==> src/rtl/byte_seq_pkg.sv <==
package byte_seq_pkg;

  typedef enum logic [2:0] {
    ST_IDLE,
    ST_WAIT,
    ST_READ,
    ST_UPD_RD,
    ST_PROC,
    ST_WRITE,
    ST_UPD_WR,
    ST_FIN
  } seq_state_e;

  typedef enum logic [1:0] {
    XF_PASS,
    XF_INVERT,
    XF_NIBSWAP
  } xform_e;

  // strobes from control to datapath
  typedef struct packed {
    logic loadStart;
    logic capByte;
    logic bumpRd;
    logic procRun;
    logic bumpWr;
  } seq_strobe_t;

endpackage

==> src/rtl/seq_rise_det.sv <==
module seq_rise_det (
  input  logic clk,
  input  logic rstN,
  input  logic levelIn,
  output logic pulseOut
);
  logic stageA;
  logic stageB;

  always_ff @(posedge clk) begin
    if (!rstN) begin
      stageA <= 1'b0;
      stageB <= 1'b0;
    end else begin
      stageA <= levelIn;
      stageB <= stageA;
    end
  end

  assign pulseOut = stageA & ~stageB;
endmodule

==> src/rtl/seq_ctrl.sv <==
module seq_ctrl
  import byte_seq_pkg::*;
(
  input  logic        clk,
  input  logic        rstN,
  input  logic        startPulse,
  input  logic        validPulse,
  input  logic        wdonePulse,
  input  logic        procDone,
  input  logic        atEnd,
  output seq_strobe_t strobe,
  output logic        rdReq,
  output logic        wrReq,
  output logic        done
);
  seq_state_e stateQ;
  seq_state_e stateD;

  always_ff @(posedge clk) begin
    if (!rstN) stateQ <= ST_IDLE;
    else       stateQ <= stateD;
  end

  always_comb begin
    stateD = stateQ;
    strobe = '0;
    unique case (stateQ)
      ST_IDLE: begin
        if (startPulse) begin
          strobe.loadStart = 1'b1;
          stateD = ST_WAIT;
        end
      end
      ST_WAIT: begin
        if (atEnd)           stateD = ST_FIN;
        else if (validPulse) stateD = ST_READ;
      end
      ST_READ: begin
        strobe.capByte = 1'b1;
        stateD = ST_UPD_RD;
      end
      ST_UPD_RD: begin
        strobe.bumpRd = 1'b1;
        stateD = ST_PROC;
      end
      ST_PROC: begin
        strobe.procRun = 1'b1;
        if (procDone) stateD = ST_WRITE;
      end
      ST_WRITE: begin
        if (wdonePulse) stateD = ST_UPD_WR;
      end
      ST_UPD_WR: begin
        strobe.bumpWr = 1'b1;
        stateD = ST_WAIT;
      end
      ST_FIN: stateD = ST_FIN;
      default: stateD = ST_IDLE;
    endcase
  end

  assign rdReq = (stateQ == ST_WAIT) && !atEnd;
  assign wrReq = (stateQ == ST_WRITE);
  assign done  = (stateQ == ST_FIN);
endmodule

==> src/rtl/seq_datapath.sv <==
module seq_datapath
  import byte_seq_pkg::*;
#(
  parameter int     ADDR_W  = 32,
  parameter int     DATA_W  = 8,
  parameter xform_e XFORM   = XF_PASS,
  parameter int     LATENCY = 1
) (
  input  logic              clk,
  input  logic              rstN,
  input  seq_strobe_t       strobe,
  input  logic [ADDR_W-1:0] byteCount,
  input  logic [DATA_W-1:0] rdData,
  output logic [ADDR_W-1:0] rdAddr,
  output logic [ADDR_W-1:0] wrAddr,
  output logic [DATA_W-1:0] wrData,
  output logic              procDone,
  output logic              atEnd
);
  localparam int CNT_W  = (LATENCY > 1) ? $clog2(LATENCY + 1) : 1;
  localparam int HALF_W = DATA_W / 2;

  logic [ADDR_W-1:0] rdAddrQ;
  logic [ADDR_W-1:0] wrAddrQ;
  logic [ADDR_W-1:0] countQ;
  logic [DATA_W-1:0] byteQ;
  logic [CNT_W-1:0]  procCnt;
  logic [DATA_W-1:0] xformOut;

  generate
    if (XFORM == XF_INVERT) begin : g_inv
      assign xformOut = ~byteQ;
    end else if (XFORM == XF_NIBSWAP) begin : g_swap
      assign xformOut = {byteQ[HALF_W-1:0], byteQ[DATA_W-1:HALF_W]};
    end else begin : g_pass
      assign xformOut = byteQ;
    end
  endgenerate

  assign procDone = strobe.procRun && (procCnt == CNT_W'(LATENCY - 1));
  assign atEnd    = {1'b0, wrAddrQ} == ({1'b0, countQ} + {{ADDR_W{1'b0}}, 1'b1});

  always_ff @(posedge clk) begin
    if (!rstN) begin
      rdAddrQ <= '0;
      wrAddrQ <= '0;
      countQ  <= '0;
      byteQ   <= '0;
      procCnt <= '0;
    end else begin
      if (strobe.loadStart) begin
        rdAddrQ <= ADDR_W'(1);
        wrAddrQ <= ADDR_W'(1);
        countQ  <= byteCount;
      end
      if (strobe.capByte) byteQ   <= rdData;
      if (strobe.bumpRd)  rdAddrQ <= rdAddrQ + ADDR_W'(1);
      if (strobe.bumpWr)  wrAddrQ <= wrAddrQ + ADDR_W'(1);
      if (strobe.procRun) begin
        if (procDone) begin
          byteQ   <= xformOut;
          procCnt <= '0;
        end else begin
          procCnt <= procCnt + CNT_W'(1);
        end
      end else begin
        procCnt <= '0;
      end
    end
  end

  assign rdAddr = rdAddrQ;
  assign wrAddr = wrAddrQ;
  assign wrData = byteQ;
endmodule

==> src/rtl/byte_seq_top.sv <==
module byte_seq_top
  import byte_seq_pkg::*;
#(
  parameter int     ADDR_W  = 32,
  parameter int     DATA_W  = 8,
  parameter xform_e XFORM   = XF_PASS,
  parameter int     LATENCY = 1
) (
  input  logic              clk,
  input  logic              rstN,
  input  logic              startIn,
  input  logic              dataValidIn,
  input  logic              writeDoneIn,
  input  logic [ADDR_W-1:0] byteCount,
  input  logic [DATA_W-1:0] rdData,
  output logic [ADDR_W-1:0] rdAddr,
  output logic              rdReq,
  output logic [ADDR_W-1:0] wrAddr,
  output logic [DATA_W-1:0] wrData,
  output logic              wrReq,
  output logic              done
);
  localparam int N_STROBES = 3;

  logic [N_STROBES-1:0] levels;
  logic [N_STROBES-1:0] pulses;
  seq_strobe_t          strobe;
  logic                 procDone;
  logic                 atEnd;

  assign levels = {writeDoneIn, dataValidIn, startIn};

  generate
    for (genvar g = 0; g < N_STROBES; g++) begin : g_edge
      seq_rise_det u_det (
        .clk     (clk),
        .rstN    (rstN),
        .levelIn (levels[g]),
        .pulseOut(pulses[g])
      );
    end
  endgenerate

  seq_ctrl u_ctrl (
    .clk       (clk),
    .rstN      (rstN),
    .startPulse(pulses[0]),
    .validPulse(pulses[1]),
    .wdonePulse(pulses[2]),
    .procDone  (procDone),
    .atEnd     (atEnd),
    .strobe    (strobe),
    .rdReq     (rdReq),
    .wrReq     (wrReq),
    .done      (done)
  );

  seq_datapath #(
    .ADDR_W (ADDR_W),
    .DATA_W (DATA_W),
    .XFORM  (XFORM),
    .LATENCY(LATENCY)
  ) u_dp (
    .clk      (clk),
    .rstN     (rstN),
    .strobe   (strobe),
    .byteCount(byteCount),
    .rdData   (rdData),
    .rdAddr   (rdAddr),
    .wrAddr   (wrAddr),
    .wrData   (wrData),
    .procDone (procDone),
    .atEnd    (atEnd)
  );
endmodule

==> config.mk <==
export PLATFORM = sky130hd
export DESIGN_NAME = byte_seq_top
export DESIGN_NICKNAME = d
export VERILOG_FILES = /design/src/rtl/byte_seq_pkg.sv /design/src/rtl/seq_rise_det.sv /design/src/rtl/seq_ctrl.sv /design/src/rtl/seq_datapath.sv /design/src/rtl/byte_seq_top.sv
export SDC_FILE = /design/constraint.sdc
export NUM_CORES = 1
export LEC_CHECK = 0
export BUFFER_PORTS_ARGS = -buffer_cell sky130_fd_sc_hd__buf_4
export CORE_UTILIZATION = 40
export DETAILED_ROUTE_END_ITERATION = 8
export SYNTH_ARGS = -nofsm -noshare
export SYNTH_HDL_FRONTEND = slang
export SYNTH_SLANG_ARGS = --single-unit
==> constraint.sdc <==
create_clock -name clk -period 7.8 [get_ports clk]
set_input_delay 0.78 -clock clk [delete_from_list [all_inputs] [get_ports clk]]
set_output_delay 0.78 -clock clk [all_outputs]
set_load 0.01 [all_outputs]
==> results of run 1 <==
[power groups by stage]
stage	clock network, uW	logic [uW]	registers [uW]
2_1_floorplan	0	165	650
4_1_cts	771	229	658
5_1_grt	801	252	665
3_3_place_gp	0	225	669
3_5_place_dp	0	228	670
6_report	760	227	659
[final timing paths]
check / end / cells past startpoint / slack (ps) / startpoint
worst max-delay path: rdReq / 9 / 3770 / u_dp.countQ[0]
worst min-delay path: g_edge[1].u_det.stageB / 1 / 440 / g_edge[1].u_det.stageA
worst max register to register: u_dp.rdAddr[25] / 6 / 4400 / u_ctrl.stateQ[0]
worst min register to register: g_edge[1].u_det.stageB / 1 / 440 / g_edge[1].u_det.stageA
[cell families (layout without fill, tap and decap cells)]
group,Yosys count,after routing
and+or+nand+nor,392,392
muxes,22,22
xor gates and xnor gates,38,38
DFF,114,114
other,1,1
buffers and inverters,55,170
adders and majority gates,3,3
AOI/OAI and AO/OA,170,170
[registers in the layout, indices dropped and copies added (netlist names)]
name	cells
u_dp.procCnt	1
g_edge.u_det.stageB	3
u_dp.rdAddr	32
g_edge.u_det.stageA	3
u_dp.wrData	8
u_dp.countQ	32
u_dp.wrAddr	32
u_ctrl.stateQ	3
[metrics by stage]
step,utilization (%),std cells
finish,52.12,1094
global route,52.12,1094
floorplan,-,795
detailed placement,48.21,1063
global placement,48.21,1063
CTS,52.12,1094
[routing by layer]
metal	up-vias	GRT usage [%]	part of all wire [%]
met2	158	38.05	48
met4	0	6.026	0.78
li1	3048	-	-
met1	2945	28.39	45
met5	-	0	0
met3	11	5.948	5.9
[critical path: cells and delay by family (launching register included)]
| kind | cells | cell delay, ps |
|---|---|---|
| AOI/OAI and AO/OA | 4 | 950 |
| adders and majority gates | 1 | 270 |
| buffers and inverters | 1 | 140 |
| DFF | 1 | 400 |
| and+or+nand+nor | 3 | 1080 |
[placed cells by master, fill, tap and decap left out, types with 17 or more instances in the layout]
cell and count:
nand2_1 138, buf_4 124, dfxtp_1 114, a21oi_1 86, nor2_1 64, nand3_1 51, o21ai_0 28, xnor2_1 26
nand4_1 20, and3_1 17, clkbuf_16 17
[final cells by class]
| class | count | area [um^2] |
|---|---|---|
| clock buffer | 26 | 499.2 |
| clock inverter | 5 | 75.07 |
| fill | 1409 | 7038 |
| inverter | 15 | 56.30 |
| multi-input combinational | 626 | 3587 |
| sequential | 114 | 2282 |
| tap | 184 | 230.2 |
| timing repair buffer | 124 | 930.9 |
==> impl_metrics.toml, run 1 <==
[outcome]
status = "complete, but fails checks"
violations = "design-rule violations"

[power_and_ir_drop]
internal_power_uw = 1208
power.total_uw = 1646
p_leak_uw = 0.002846
ir_worst_vdd_uv = 136.5
power_frac_comb_pct = 13.8
pwr-share-seq_pct = 40.1
power.switching_uw = 437.6
p_sw_share_pct = 26.59
p_clk_share_pct = 46.2
power_density_nw_per_um2 = 214.8

[logic_synthesis]
synth_compound_area_share_pct = 16.69
synthCells = 795
ys_ff_latch = 114
synth-simple-area-share_pct = 32.30
synthArstFlopShare_pct = 0
yosysWarnings = 0
synth_edf_count = 0
synth_top_area_cell = "dfxtp_1"
synth.avg_cell_area_um2 = 7.649
syn_nets = 843
synthMuxAreaShare_pct = 3.807
synth.distinct_cells = 63
synth_top_flop_cell = "dfxtp_1"
synth_seq_area_share_pct = 37.53
synth_xor_area_share_pct = 5.473
synthTopCellsByCount = "nand2_1 (138), dfxtp_1 (114), a21oi_1 (86)"
post-synth-top-count-cell = "nand2_1"
synth_top_family_by_area = "simple AND/OR/NAND/NOR gates"
netlist_area_um2 = 6081
synthAdderAreaFrac_pct = 0.6173
synth.area.top_cells = "dfxtp_1 (38%), nand2_1 (8.5%), a21oi_1 (7.1%), nand3_1 (4.2%), nor2_1 (4.0%)"
synth.top_cell.area_share_pct = 37.53

[clock_network]
post_cts_resized = 0
cts_tree = "built"
clockBufferDepth = 2
root_buffer = "clkbuf_16"
cts_sinks = 114
cts.clk_slew.worst_paths_ps = 50
cts_buffers = 17
htreeDepth = 4
ctsHoldBuffers = 0
post_cts.repair.setup_buffers = 0
clk-insertion-delay-late_ps = 410

[timing]
holdWs_ps = 441.0
drv_slew = 0
setup_ws_ps = 3775
worstMarginPinSlew_ps = 792.1
hold_viol_final = 0
post-route-period-util_pct = 51.61
setup_violations = 0
rsz0062_at_grt = "false"
finalSetupTns_ps = 0
skew_ps = 6.533
max_freq_mhz = 248.4
min_period_ps = 4025
maxSlewHeadroom_pct = 47.19

[critical_path]
crit_path_cell_trace = "ha_1, nand4_2, or2_1, a2111o_1, a221oi_1, o2111ai_1, or4_4, o21ba_2, buf_4"
critical_path.startpoint_type = "register"
cp_slowest_cell = "or4_4"
worst-path-max-fanout = 5
max_stage_delay_ps = 550
cp-end-kind = "primary output"
worstPathRequired_ps = 7020
worstSetupPathType = "reg -> out"
worst_ep_arrival_time_ps = 3250

[layout]
area_growth_pct = 25.99
drive_above_1_share_pct = 20.11
stdcell_area_um2 = 7661
nets = 946
antennaDiodeCount = 0

[grt]
grt_first_pass_wirelength_um = 28450
antenna_found_initial = 0
grt_max_degree = 72
overflow = 0
track_usage_pct = 22.55
grt_pass1_vias = 5739

[route]
vias = 6162
ant_nets = 0
drc_errors = 5
drtPass1Iterations = 7
first_iter_violations = 355
routedWlPerCell_um = 15.99
drt_wl_total_um = 17490
vias_per_cell = 5.633

[placed_design]
gp_congestion = 0.9233
io_buffers = 119
post-place-ws_ps = 4180
hpwl_um = 12600
placed_cell_area_um2 = 7087

[floorplan]
row_count = 44
start_util_pct = 41.37
fp.dieW_um = 125.3
ios = 120
core_um2 = 14700
die-area_um2 = 15700
die_height_um = 125.3

[flow_run]
cap_violations = 0

[hold_path]
hold_class = "reg -> reg"
No activity file was read; power rests on OpenSTA's default activity.
==> inputs of run 2 (changes only) <==
clock period = 4.2 ns   (was 7.8 ns; I/O delays follow)
==> run 2 against run 1 <==
  * The flow still finishes with violations (design-rule violations)
  * Sequential power up 85%
  * Final area up 0.52%
  * Core utilization up 0.27 points
  * Wire length down 1.1%
  * Critical endpoint unchanged
  * Largest power group unchanged
==> impl_metrics.toml, run 2 (synthesized netlist as in run 1, its figures left out) <==
[timing]
worstMarginPinSlew_ps = 870.1
drv_slew = 0
skew_ps = 6.908
min_period_ps = 3728
finalSetupTns_ps = 0
max_freq_mhz = 268.2
setup_violations = 0
post-route-period-util_pct = 88.77
hold_viol_final = 0
holdWs_ps = 209.3
rsz0062_at_grt = "false"
maxSlewHeadroom_pct = 41.91

[flow_run]
cap_violations = 0

[grt]
track_usage_pct = 22.78
antenna_found_initial = 0
grt_max_degree = 53
grt_first_pass_wirelength_um = 28690
grt_pass1_vias = 5775
overflow = 0

[clock_network]
post_cts.repair.setup_buffers = 0
post_cts_resized = 0
clk-insertion-delay-late_ps = 420
htreeDepth = 4
cts_buffers = 17
ctsHoldBuffers = 0
cts_sinks = 114
clockBufferDepth = 2
cts.clk_slew.worst_paths_ps = 50
root_buffer = "clkbuf_16"
cts_tree = "built"

[critical_path]
r2r_setup_slack_ps = 840
cp_slowest_cell = "or4_4"
crit_family = "simple AND/OR/NAND/NOR gates"
cp-end-kind = "primary output"
critical_path.startpoint_type = "register"
worstPathRequired_ps = 3780
crit_path_cell_trace = "ha_1, nand4_2, or2_1, a2111o_1, a221oi_1, o2111ai_1, or4_4, o21ba_2, buf_4"
worst-path-max-fanout = 5
worst_ep_arrival_time_ps = 3310
crit_buf_inv = 1
max_stage_delay_ps = 560
worstSetupPathType = "reg -> out"

[route]
drt_wl_total_um = 17290
vias_per_cell = 5.599
routedWlPerCell_um = 15.79
vias = 6131
drtPass1Iterations = 6
drc_errors = 5
first_iter_violations = 406
ant_nets = 0

[power_and_ir_drop]
ir_worst_vdd_uv = 255.6
p_leak_uw = 0.002864
power.total_uw = 3137
power_density_nw_per_um2 = 407.3

[layout]
antennaDiodeCount = 0
stdcell_count = 1095
area_growth_pct = 26.65
nets = 946
most-common-layout-cells = "nand2_1 (138), buf_4 (124), dfxtp_1 (114), a21oi_1 (86), nor2_1 (64)"
final_common_cell = "nand2_1"
fill_cells = 1379
drive_above_1_share_pct = 20.64

[outcome]
status = "complete, but fails checks"
violations = "design-rule violations"

[floorplan]
core_um2 = 14700
die-area_um2 = 15700
fp.dieW_um = 125.3
start_util_pct = 41.37
die_height_um = 125.3
row_count = 44
ios = 120

[placed_design]
hpwl_um = 12550
numPlacedInstances = 1063
io_buffers = 119
gp_congestion = 0.8834

[hold_path]
hold_class = "in -> reg"
-- run 2: changes by cell type in the layout (fill, tap and decap cells not counted) --
cell        previous run  this run
clkinv_2               3         5
bufinv_16              2         3
clkbuf_1               5         1
clkinvlp_4             0         2
-- run 2: worst register-to-register path, stage by stage (launching register included) --
cell	delay, ps
dfxtp_1	600
nand3b_1	500
nor4_1	710
and3_1	450
nand4_1	430
or3_1	450
a21oi_1	150
-- run 2: worst paths after layout --
kind / from / to / depth (start not counted)
setup / recovery: u_dp.countQ[0] / rdReq / 9
hold / removal: dataValidIn / g_edge[1].u_det.stageA / 2
setup reg to reg: u_ctrl.stateQ[0] / u_dp.rdAddr[27] / 6
hold reg to reg: g_edge[0].u_det.stageA / g_edge[0].u_det.stageB / 1
-- run 2: layout make-up --
class	instances	area, um^2	share of cell area (%)
clock buffers	22	484.2	6.288
clock inverters	10	130.1	1.690
inverters	15	56.30	0.7311
multi-input cells	626	3587	46.58
flip-flops and latches	114	2282	29.63
well taps	184	230.2	2.989
repair buffers	124	930.9	12.09
-- run 2: routing by layer --
metal	vias up	wire, um	global-route usage, %
met2	166	8185	37.40
met1	2901	7842	28.22
met4	0	318	9.613
li1	3040	-	-
met3	24	943	5.991
met5	-	0	0
-- run 2: power by group --
group / leakage [uW] / internal, uW / switching (uW)
Combinational: 0.00164 / 177 / 243
Sequential: 0.000923 / 1140 / 86.9
Clock: 0.000302 / 989 / 503
Total: 0.00286 / 2300 / 833
-- run 2: metrics by stage --
step	setup slack, ps	instance area [um^2]	util [%]
after global placement	981.5	7087	48.21
after CTS	404.1	7701	52.39
after detailed placement	869.2	7087	48.21
final	471.7	7701	52.39
after global routing	207.5	7701	52.39
after floorplan	1366	6081	-
